**src/rtl/uart_mf_pkg.sv**
```systemverilog
package uart_mf_pkg;

  localparam int unsigned WORD_W = 9;

  typedef enum logic [2:0] {
    FMT_D7  = 3'd0,
    FMT_D7P = 3'd1,
    FMT_D8  = 3'd2,
    FMT_D8P = 3'd3,
    FMT_D9  = 3'd4
  } fmt_e;

  // number of data bits carried by a format code
  function automatic logic [3:0] data_bits(input logic [2:0] f);
    case (f)
      FMT_D7, FMT_D7P: data_bits = 4'd7;
      FMT_D9:          data_bits = 4'd9;
      default:         data_bits = 4'd8;
    endcase
  endfunction

  function automatic logic has_par(input logic [2:0] f);
    has_par = (f == FMT_D7P) || (f == FMT_D8P);
  endfunction

  // slots between start and stop: data plus optional parity
  function automatic logic [3:0] slot_count(input logic [2:0] f);
    slot_count = data_bits(f) + {3'd0, has_par(f)};
  endfunction

  // word handed over before the stop bit when nine slots precede it
  function automatic logic early_xfer(input logic [2:0] f);
    early_xfer = (slot_count(f) == 4'd9);
  endfunction

  // parity bit value for the first nd bits of d
  function automatic logic par_bit(input logic [WORD_W-1:0] d,
                                   input logic [3:0] nd,
                                   input logic odd);
    logic p;
    p = odd;
    for (int i = 0; i < int'(WORD_W); i++) begin
      if (i < int'(nd)) p = p ^ d[i];
    end
    par_bit = p;
  endfunction

endpackage

```
**src/rtl/uart_mf_sync.sv**
```systemverilog
module uart_mf_sync #(
  parameter int STAGES  = 2,
  parameter logic IDLE_LVL = 1'b1
) (
  input  logic clk,
  input  logic rst_n,
  input  logic d,
  output logic q
);
  generate
    if (STAGES <= 1) begin : g_one
      logic r;
      always_ff @(posedge clk) begin
        if (!rst_n) r <= IDLE_LVL;
        else        r <= d;
      end
      assign q = r;
    end else begin : g_chain
      logic [STAGES-1:0] r;
      always_ff @(posedge clk) begin
        if (!rst_n) r <= {STAGES{IDLE_LVL}};
        else        r <= {r[STAGES-2:0], d};
      end
      assign q = r[STAGES-1];
    end
  endgenerate
endmodule

```
**src/rtl/uart_mf_rx.sv**
```systemverilog
module uart_mf_rx
  import uart_mf_pkg::*;
#(
  parameter int OVS = 16
) (
  input  logic              clk,
  input  logic              rst_n,
  input  logic              tick,
  input  logic [2:0]        fmt,
  input  logic              odd,
  input  logic              rx_in,
  input  logic              ack,
  output logic [WORD_W-1:0] word,
  output logic              avail,
  output logic              err_stop,
  output logic              err_par,
  output logic              err_ovr,
  output logic              evt
);
  localparam int CW = (OVS > 2) ? $clog2(OVS) : 1;
  localparam logic [CW-1:0] LAST = CW'(OVS - 1);
  localparam logic [CW-1:0] MID  = CW'(OVS / 2 - 1);

  typedef enum logic [1:0] {R_IDLE, R_START, R_SLOT, R_STOP} rx_st_e;

  rx_st_e            st;
  logic [CW-1:0]     cnt;
  logic [3:0]        idx;
  logic [WORD_W-1:0] dbuf, dnext, data_now;
  logic              pbit, pnext, par_now;
  logic [2:0]        fmt_q;
  logic [3:0]        nd, nslots;
  logic              tick_last;

  // named internal events
  logic ev_slot, ev_last_slot, ev_stop, ev_xfer;

  assign nd           = data_bits(fmt_q);
  assign nslots       = slot_count(fmt_q);
  assign tick_last    = tick && (cnt == LAST);
  assign ev_slot      = (st == R_SLOT) && tick_last;
  assign ev_last_slot = ev_slot && (idx == nslots - 4'd1);
  assign ev_stop      = (st == R_STOP) && tick_last;
  assign ev_xfer      = early_xfer(fmt_q) ? ev_last_slot : ev_stop;

  always_comb begin
    dnext = dbuf;
    for (int i = 0; i < int'(WORD_W); i++) begin
      if ((idx == 4'(i)) && (idx < nd)) dnext[i] = rx_in;
    end
    pnext    = (idx == nd) ? rx_in : pbit;
    data_now = (st == R_SLOT) ? dnext : dbuf;
    par_now  = (st == R_SLOT) ? pnext : pbit;
  end

  // bit-level state machine
  always_ff @(posedge clk) begin
    if (!rst_n) begin
      st    <= R_IDLE;
      cnt   <= '0;
      idx   <= '0;
      dbuf  <= '0;
      pbit  <= 1'b0;
      fmt_q <= FMT_D8;
    end else begin
      case (st)
        R_IDLE: begin
          if (tick && !rx_in) begin
            st  <= R_START;
            cnt <= '0;
          end
        end
        R_START: begin
          if (tick) begin
            if (cnt == MID) begin
              cnt <= '0;
              if (!rx_in) begin
                st    <= R_SLOT;
                idx   <= '0;
                dbuf  <= '0;
                pbit  <= 1'b0;
                fmt_q <= fmt;
              end else begin
                st <= R_IDLE;
              end
            end else begin
              cnt <= cnt + 1'b1;
            end
          end
        end
        R_SLOT: begin
          if (tick) begin
            if (cnt == LAST) begin
              cnt  <= '0;
              dbuf <= dnext;
              pbit <= pnext;
              if (ev_last_slot) st <= R_STOP;
              else              idx <= idx + 4'd1;
            end else begin
              cnt <= cnt + 1'b1;
            end
          end
        end
        default: begin
          if (tick) begin
            if (cnt == LAST) begin
              cnt <= '0;
              st  <= R_IDLE;
            end else begin
              cnt <= cnt + 1'b1;
            end
          end
        end
      endcase
    end
  end

  // holding register and status
  always_ff @(posedge clk) begin
    if (!rst_n) begin
      word     <= '0;
      avail    <= 1'b0;
      err_stop <= 1'b0;
      err_par  <= 1'b0;
      err_ovr  <= 1'b0;
      evt      <= 1'b0;
    end else begin
      evt <= ev_xfer;
      if (ev_xfer) begin
        word    <= data_now;
        avail   <= 1'b1;
        err_ovr <= avail && !ack;
        err_par <= has_par(fmt_q) && (par_now != par_bit(data_now, nd, odd));
      end else if (ack) begin
        avail <= 1'b0;
      end
      if (ev_stop) err_stop <= !rx_in;
    end
  end

  a_r7_evt_one_clock: assert property (@(posedge clk) disable iff (!rst_n)
    evt |=> !evt);
  a_r7_avail_rises_with_evt: assert property (@(posedge clk) disable iff (!rst_n)
    $rose(avail) |-> evt);
  a_r10_ovr_rises_with_evt: assert property (@(posedge clk) disable iff (!rst_n)
    $rose(err_ovr) |-> evt);
  a_r8_stop_flag_only_at_stop: assert property (@(posedge clk) disable iff (!rst_n)
    !ev_stop |=> $stable(err_stop));
  a_r11_ack_clears: assert property (@(posedge clk) disable iff (!rst_n)
    (ack && !ev_xfer) |=> !avail);
endmodule

```
**src/rtl/uart_mf_tx.sv**
```systemverilog
module uart_mf_tx
  import uart_mf_pkg::*;
#(
  parameter int OVS = 16
) (
  input  logic              clk,
  input  logic              rst_n,
  input  logic              tick,
  input  logic [2:0]        fmt,
  input  logic              odd,
  input  logic [WORD_W-1:0] data,
  input  logic              valid,
  output logic              ready,
  output logic              line,
  output logic              evt
);
  localparam int CW = (OVS > 2) ? $clog2(OVS) : 1;
  localparam logic [CW-1:0] LAST = CW'(OVS - 1);

  typedef enum logic [1:0] {T_IDLE, T_START, T_SLOT, T_STOP} tx_st_e;

  tx_st_e            st;
  logic [CW-1:0]     cnt;
  logic [3:0]        idx;
  logic [WORD_W-1:0] shd, pend_d;
  logic              pend_v;
  logic              tpar;
  logic [2:0]        tfmt;
  logic [3:0]        nd, nslots;
  logic              slot_bit;
  logic              accept;

  assign nd     = data_bits(tfmt);
  assign nslots = slot_count(tfmt);
  assign ready  = !pend_v && ((st == T_IDLE) || (st == T_STOP));
  assign accept = valid && ready;
  assign evt    = (st == T_SLOT) && tick && (cnt == LAST) && (idx == nslots - 4'd1);

  always_comb begin
    slot_bit = tpar;
    for (int i = 0; i < int'(WORD_W); i++) begin
      if ((idx == 4'(i)) && (idx < nd)) slot_bit = shd[i];
    end
    case (st)
      T_START: line = 1'b0;
      T_SLOT:  line = slot_bit;
      default: line = 1'b1;
    endcase
  end

  always_ff @(posedge clk) begin
    if (!rst_n) begin
      st     <= T_IDLE;
      cnt    <= '0;
      idx    <= '0;
      shd    <= '0;
      tpar   <= 1'b0;
      tfmt   <= FMT_D8;
      pend_v <= 1'b0;
      pend_d <= '0;
    end else begin
      if (accept) begin
        pend_v <= 1'b1;
        pend_d <= data;
      end
      case (st)
        T_IDLE: begin
          if (pend_v) begin
            st     <= T_START;
            cnt    <= '0;
            shd    <= pend_d;
            tfmt   <= fmt;
            tpar   <= par_bit(pend_d, data_bits(fmt), odd);
            pend_v <= 1'b0;
          end
        end
        T_START: begin
          if (tick) begin
            if (cnt == LAST) begin
              st  <= T_SLOT;
              cnt <= '0;
              idx <= '0;
            end else begin
              cnt <= cnt + 1'b1;
            end
          end
        end
        T_SLOT: begin
          if (tick) begin
            if (cnt == LAST) begin
              cnt <= '0;
              if (evt) st <= T_STOP;
              else     idx <= idx + 4'd1;
            end else begin
              cnt <= cnt + 1'b1;
            end
          end
        end
        default: begin
          if (tick) begin
            if (cnt == LAST) begin
              st  <= T_IDLE;
              cnt <= '0;
            end else begin
              cnt <= cnt + 1'b1;
            end
          end
        end
      endcase
    end
  end

  a_r4_stop_after_evt: assert property (@(posedge clk) disable iff (!rst_n)
    evt |=> line);
  a_r4_evt_one_clock: assert property (@(posedge clk) disable iff (!rst_n)
    evt |=> !evt);
  a_r5_ready_drops_on_accept: assert property (@(posedge clk) disable iff (!rst_n)
    accept |=> !ready);
endmodule

```
**src/rtl/uart_mf.sv**
```systemverilog
module uart_mf
  import uart_mf_pkg::*;
#(
  parameter int OVS         = 16,
  parameter int SYNC_STAGES = 2
) (
  input  logic              clk,
  input  logic              rst_n,
  input  logic              ovs_tick,
  input  logic [2:0]        frame_fmt,
  input  logic              odd_par,
  input  logic [WORD_W-1:0] tx_data,
  input  logic              tx_valid,
  output logic              tx_ready,
  output logic              tx_line,
  input  logic              rx_line,
  output logic [WORD_W-1:0] rx_word,
  input  logic              rx_ack,
  output logic              rx_avail,
  output logic              err_stop,
  output logic              err_par,
  output logic              err_ovr,
  output logic              rx_evt,
  output logic              tx_evt
);
  logic rx_s;

  uart_mf_sync #(.STAGES(SYNC_STAGES), .IDLE_LVL(1'b1)) u_sync (
    .clk   (clk),
    .rst_n (rst_n),
    .d     (rx_line),
    .q     (rx_s)
  );

  uart_mf_rx #(.OVS(OVS)) u_rx (
    .clk      (clk),
    .rst_n    (rst_n),
    .tick     (ovs_tick),
    .fmt      (frame_fmt),
    .odd      (odd_par),
    .rx_in    (rx_s),
    .ack      (rx_ack),
    .word     (rx_word),
    .avail    (rx_avail),
    .err_stop (err_stop),
    .err_par  (err_par),
    .err_ovr  (err_ovr),
    .evt      (rx_evt)
  );

  uart_mf_tx #(.OVS(OVS)) u_tx (
    .clk   (clk),
    .rst_n (rst_n),
    .tick  (ovs_tick),
    .fmt   (frame_fmt),
    .odd   (odd_par),
    .data  (tx_data),
    .valid (tx_valid),
    .ready (tx_ready),
    .line  (tx_line),
    .evt   (tx_evt)
  );
endmodule

```
**config.mk**
```make
export PLATFORM = sky130hd
export DESIGN_NAME = uart_mf
export DESIGN_NICKNAME = d
export VERILOG_FILES = /design/src/rtl/uart_mf_pkg.sv /design/src/rtl/uart_mf_sync.sv /design/src/rtl/uart_mf_rx.sv /design/src/rtl/uart_mf_tx.sv /design/src/rtl/uart_mf.sv
export SDC_FILE = /design/constraint.sdc
export NUM_CORES = 1
export LEC_CHECK = 0
export BUFFER_PORTS_ARGS = -buffer_cell sky130_fd_sc_hd__buf_2
export CAP_MARGIN = 20
export CORE_ASPECT_RATIO = 0.6
export CORE_MARGIN = 2
export CORE_UTILIZATION = 55
export DETAILED_ROUTE_END_ITERATION = 12
export PLACE_DENSITY = 0.74
export SLEW_MARGIN = 20
export SYNTH_ARGS = -nofsm -noshare
export SYNTH_HDL_FRONTEND = slang
export SYNTH_SLANG_ARGS = --single-unit
```
**constraint.sdc**
```tcl
create_clock -name clk -period 8 [get_ports clk]
set_clock_uncertainty 0.1 [all_clocks]
set_input_delay 1.6 -clock clk [delete_from_list [all_inputs] [get_ports clk]]
set_output_delay 1.6 -clock clk [all_outputs]
set_load 0.02 [all_outputs]
```
==> results of run 1 <==
routing by layer:
layer  share of wire (%)  vias up
met4                0.54        0
met2                  40      111
met1                  53     1684
li1                    -     1870
met3                 6.5        6
met5                   0        -
kinds of logic (layout without fill, tap and decap cells):
group           count (synthesis)  after routing  share of synthesized area [%]
compound gates                124            124                           19.6
buf+inv                        47             73                           4.67
mux                            22             22                           5.17
simple gates                  217            217                           23.8
flops                          72             72                           33.4
fa+ha+maj                      23             23                           6.68
xor+xnor                       29             29                           6.56
synth_stat cells (6+ instances only):
cell / count
nand2_1: 97
dfxtp_1: 72
nor2_1: 41
a21boi_0: 33
a21oi_1: 30
ha_1: 23
o21ai_0: 21
clkbuf_1: 20
mux2i_1: 20
inv_1: 19
xnor2_1: 19
nor2b_1: 18
nand3_1: 11
nand2b_1: 9
o211a_1: 9
nor3_1: 8
xor2_1: 8
and2_1: 6
report_power, final:
group          switching [mW]  total, mW  internal [mW]  leakage (nW)
combinational           0.140      0.231         0.0915          1.30
sequential             0.0222      0.406          0.384         0.583
clock                   0.167      0.444          0.277         0.158
total                   0.329       1.08          0.752          2.04
how the worst min path moves through the flow:
stage	from	end	slack, ns	cells past startpoint
after floorplan	u_sync.g_chain.r[0]	u_sync.g_chain.r[1]	0.29	1
final	u_sync.g_chain.r[0]	u_sync.g_chain.r[1]	0.31	1
after global routing	u_sync.g_chain.r[0]	u_sync.g_chain.r[1]	0.32	1
after detailed placement	u_sync.g_chain.r[0]	u_sync.g_chain.r[1]	0.30	1
after global placement	u_sync.g_chain.r[0]	u_sync.g_chain.r[1]	0.29	1
after CTS	u_sync.g_chain.r[0]	u_sync.g_chain.r[1]	0.31	1
state kept, by name (all words and copies together), names as in the netlist, 3 cells and up:
signal,cells
u_rx.dbuf,9
u_rx.word,9
u_tx.pend_d,9
u_tx.shd,9
u_rx.cnt,4
u_rx.idx,4
u_tx.cnt,4
u_tx.idx,4
u_rx.fmt_q,3
u_tx.tfmt,3
area by class of cell:
type                    instances  area (µm²)  share of cell area, %
repair buffers                 38         198                   4.09
multi-input cells             415        2670                   55.1
flip-flops and latches         72        1440                   29.8
well taps                     104         130                   2.69
inverters                      19        71.3                   1.47
clock inverters                 7         105                   2.17
clock buffers                   9         225                   4.66
critical path: stages:
cell and delay, ns:
buf_2 0.18, nand4_1 0.35, or2_2 0.43, nor2_1 0.09
buf_2 0.17
metrics by stage:
step	instances	hold WS, ns	cell area [µm²]	power [mW]	util, %
floorplan	534	0.286	4310	0.586	-
global placement	648	0.290	4510	0.635	60.8
detailed placement	648	0.295	4510	0.644	60.8
CTS	664	0.309	4840	1.09	65.2
global route	664	0.322	4840	1.14	65.2
finish	664	0.309	4840	1.08	65.2
==> impl_metrics.py, run 1 <==
metrics = {
    "outcome": {
        "status": "completed",
    },
    "cts": {
        "cts_hold_buffers": 0,
        "post_cts_resized": 0,
        "clk_path_buf_depth": 2,
        "cts_setup_buffers": 0,
        "cts_sinks": 72,
        "ctsHtreeMaxLevel": 3,
        "clk_pin_slew_worst_paths_ns": 0.06,
        "insertion_delay_ns": 0.35,
        "cts_buffers": 9,
        "cts_tree": "yes",
        "cts_root_buf": "clkbuf_16",
    },
    "setup_path": {
        "critPathKind": "primary input to primary output",
        "r2r_start": "u_rx.fmt_q[1]",
        "cp-end-kind": "primary output",
        "critPathRequiredTime_ns": 6.30,
        "crit_path_start_kind": "primary input",
        "crit_end": "tx_evt",
        "worstRegToRegCells": 11,
        "crit_fanout": 10,
        "worstReg2RegEnd": "u_rx.err_par",
        "cp.arrival_ns": 2.81,
        "critPathLaunch": "ovs_tick",
        "r2r_setup_slack_ns": 4.62,
    },
    "timing": {
        "drv_slew": 0,
        "slew_headroom_pct": 29.8,
        "fin_ws_ns": 3.49,
        "min_period_ns": 4.51,
        "setup_tns_ns": 0,
        "rsz0062_at_grt": "false",
        "tightest_slew_ns": 1.05,
        "setup_violations": 0,
        "hold_viol_final": 0,
        "clock.fmax_mhz": 222,
        "post-route-period-util_pct": 56.4,
    },
    "route": {
        "totalWireLength_um": 9740,
        "dr.pass1.iters": 5,
        "viasPerCell": 5.53,
        "drt_iter0_drc": 286,
        "wl_per_cell_um": 14.7,
        "drt.antenna.violating_nets": 0,
        "drcViolationCount": 0,
        "num_vias": 3671,
    },
    "yosys": {
        "synth_cell_types": 57,
        "yosysWarnings": 0,
        "synth-seq-cells": 72,
        "yosysTopAreaCell": "dfxtp_1",
        "synthesis.nets": 576,
        "syn_area_um2": 4310,
        "async_flop_share_pct": 0,
        "yosys-top-cells-area": "dfxtp_1, nand2_1, ha_1",
        "syn_inst": 534,
        "synth.yosys.seq_area_share_pct": 33.4,
        "synth_top_area_share_pct": 33.4,
        "synth_enable_flop_cells": 0,
        "syn_avg_cell_area_um2": 8.07,
        "synth_ff_type": "dfxtp_1",
    },
    "global_route": {
        "grt_pass1_vias": 3265,
        "grt_max_degree": 68,
        "gr-usage-all-layers_pct": 23.9,
        "grt_use_met3_pct": 8.10,
        "antenna_found_initial": 0,
        "use_met2_pct": 33.2,
        "grt_pass1_wl_um": 16100,
        "use_met1_pct": 35.4,
        "busiest_layer": "met1",
        "grt_overflow": 0,
    },
    "placement": {
        "dp_slack_ns": 3.50,
        "io_buffers": 35,
        "hpwl_um": 6920,
        "gp_congestion": 0.864,
    },
    "finish": {
        "antenna_cells": 0,
        "drive_gt1_share_pct": 11.6,
        "n_fill_cell": 634,
        "final_common_cell": "nand2_1",
        "area_growth_pct": 12.3,
        "final_nets": 597,
        "final_cell_mix": "nand2_1, dfxtp_1, nor2_1",
    },
    "floorplan": {
        "start_util_pct": 58.1,
        "die-area_um2": 8580,
        "die_x_um": 118,
        "row_count": 24,
        "ios": 36,
        "core_um2": 7420,
        "die_y_um": 72.6,
    },
    "run": {
        "drv_cap": 0,
    },
    "worst_hold_path": {
        "hold_path.class": "flip-flop to flip-flop",
    },
    "power": {
        "p_leak_nw": 2.04,
        "power_density_nw_per_um2": 223,
        "ir_worst_vdd_mv": 0.186,
    },
}
Note: power is estimated with default switching activity, not from simulation.
==> run 2, diff against run 1 <==
==> constraint.sdc (replaced) <==
create_clock -name clk -period 4.3 [get_ports clk]
set_clock_uncertainty 0.1 [all_clocks]
set_input_delay 0.86 -clock clk [delete_from_list [all_inputs] [get_ports clk]]
set_output_delay 0.86 -clock clk [all_outputs]
set_load 0.02 [all_outputs]
==> run 2 against run 1 <==
Net effect: clock power up 71%; flip-flop and latch count unchanged; sequential share of layout area increased by 0.24 points; total power grew 79%; routed wire length increased by 1.7%; final cell count is 0.30% lower; clock-buffer cell count is the same; via count up 0.79%; highest routed layer unchanged; final area is 0.80% lower; worst hold slack better by 0.0019 ns; core utilization is 0.52 points lower; setup slack got worse by 2.8 ns; critical endpoint is now tx_line.
==> impl_metrics.py, run 2 (synthesis results as in run 1) <==
metrics = {
    "outcome": {
        "status": "completed",
    },
    "placement": {
        "io_buffers": 35,
        "hpwl_um": 6830,
        "gp_congestion": 0.894,
        "placed_area_um2": 4490,
    },
    "timing": {
        "tightest_slew_ns": 1.01,
        "slew_headroom_pct": 32.8,
        "min_period_ns": 3.58,
        "drv_slew": 0,
        "setup_tns_ns": 0,
        "post-route-period-util_pct": 83.3,
        "hold_viol_final": 0,
        "rsz0062_at_grt": "false",
        "setup_violations": 0,
        "clock.fmax_mhz": 279,
    },
    "global_route": {
        "grt_max_degree": 68,
        "grt_pass1_vias": 3367,
        "grt_pass1_wl_um": 16700,
        "antenna_found_initial": 0,
        "gr-usage-all-layers_pct": 24.5,
        "grt_overflow": 0,
    },
    "cts": {
        "cts_setup_buffers": 0,
        "post_cts_resized": 0,
        "insertion_delay_ns": 0.34,
        "cts_sinks": 72,
        "cts_buffers": 9,
        "ctsHtreeMaxLevel": 3,
        "clk_path_buf_depth": 2,
        "cts_root_buf": "clkbuf_16",
        "clk_pin_slew_worst_paths_ns": 0.06,
        "cts_tree": "yes",
        "cts_hold_buffers": 0,
    },
    "setup_path": {
        "slowest_stage": "dfxtp_1",
        "cp-end-kind": "primary output",
        "crit_fanout": 5,
        "crit_end": "tx_line",
        "worstReg2RegEnd": "u_rx.err_par",
        "critPathKind": "flip-flop to primary output",
        "critPathLaunch": "u_tx.tfmt[2]",
        "worstRegToRegCells": 11,
        "max_stage_delay_ns": 0.34,
        "critPathRequiredTime_ns": 3.34,
        "r2r_setup_slack_ns": 0.85,
        "crit_path_start_kind": "flip-flop",
        "r2r_start": "u_rx.fmt_q[1]",
        "worstPathCellList": "or2_2, ha_1, a21o_1, a21o_1, a21oi_1, nor4b_1, o21ai_0, a21oi_1, buf_2",
        "cp.arrival_ns": 2.62,
    },
    "power": {
        "power_density_nw_per_um2": 404,
        "p_leak_nw": 2.02,
        "ir_worst_vdd_mv": 0.275,
    },
    "floorplan": {
        "core_um2": 7420,
        "die_x_um": 118,
        "start_util_pct": 58.1,
        "ios": 36,
        "die-area_um2": 8580,
        "die_y_um": 72.6,
        "row_count": 24,
    },
    "route": {
        "drt.antenna.violating_nets": 0,
        "dr.pass1.iters": 5,
        "num_vias": 3700,
        "drt_iter0_drc": 284,
        "drcViolationCount": 0,
        "wl_per_cell_um": 15.0,
        "totalWireLength_um": 9910,
        "viasPerCell": 5.59,
    },
    "finish": {
        "final_cell_mix": "nand2_1, dfxtp_1, nor2_1",
        "final_area_um2": 4800,
        "drive_gt1_share_pct": 11.3,
        "n_fill_cell": 631,
        "area_growth_pct": 11.4,
        "final_common_cell": "nand2_1",
        "antenna_cells": 0,
        "final_nets": 595,
    },
    "worst_hold_path": {
        "hold_path.class": "flip-flop to flip-flop",
    },
    "run": {
        "drv_cap": 0,
    },
}
[run 2: worst min path at each step]
stage / start / endpoint / slack (ns) / depth (start not counted)
floorplan: u_sync.g_chain.r[0] / u_sync.g_chain.r[1] / 0.29 / 1
global placement: u_sync.g_chain.r[0] / u_sync.g_chain.r[1] / 0.29 / 1
detailed placement: u_sync.g_chain.r[0] / u_sync.g_chain.r[1] / 0.31 / 1
CTS: u_sync.g_chain.r[0] / u_sync.g_chain.r[1] / 0.32 / 1
global route: u_sync.g_chain.r[0] / u_sync.g_chain.r[1] / 0.35 / 1
finish: u_sync.g_chain.r[0] / u_sync.g_chain.r[1] / 0.31 / 1
[run 2: report_power, final]
part           internal (mW)  total [mW]  switching, mW  leakage, nW
Clock                  0.456       0.759          0.304        0.151
Combinational          0.169       0.422          0.252         1.29
Sequential             0.714       0.758         0.0438        0.583
Total                   1.34        1.94          0.600         2.02
[run 2: area by class of cell]
class                   count  area [µm²]  area share [%]
multi-input cells         415        2670            55.6
flip-flops and latches     72        1440            30.0
clock buffers               9         225            4.69
repair buffers             36         183            3.81
well taps                 104         130            2.71
clock inverters             7        81.3            1.69
inverters                  19        71.3            1.49
[run 2: metrics by stage]
step | total power [mW] | hold slack [ns] | setup WS, ns | std cells | utilization (%)
after floorplan | 1.09 | 0.286 | 1.22 | 534 | -
after global placement | 1.18 | 0.293 | 1.09 | 646 | 60.6
after detailed placement | 1.19 | 0.306 | 0.980 | 646 | 60.6
after CTS | 1.95 | 0.320 | 0.734 | 662 | 64.7
after global routing | 2.04 | 0.346 | 0.526 | 662 | 64.7
final | 1.94 | 0.311 | 0.719 | 662 | 64.7
[run 2: routing by layer]
layer	global-route usage, %	up-vias	wire length (µm)
li1	-	1866	-
met1	36.3	1701	5190
met2	33.8	120	3880
met3	7.55	13	703
met4	7.10	0	135
met5	0	-	0
[run 2: worst max-delay path, delay by kind of cell, from the launching register on]
kind / cells / cell delay, ns
AO/OA/AOI/OAI: 5 / 0.85
adder cells (fa/ha/maj): 1 / 0.31
buffers and inverters: 1 / 0.18
flip-flops: 1 / 0.34
AND/OR/NAND/NOR: 2 / 0.62
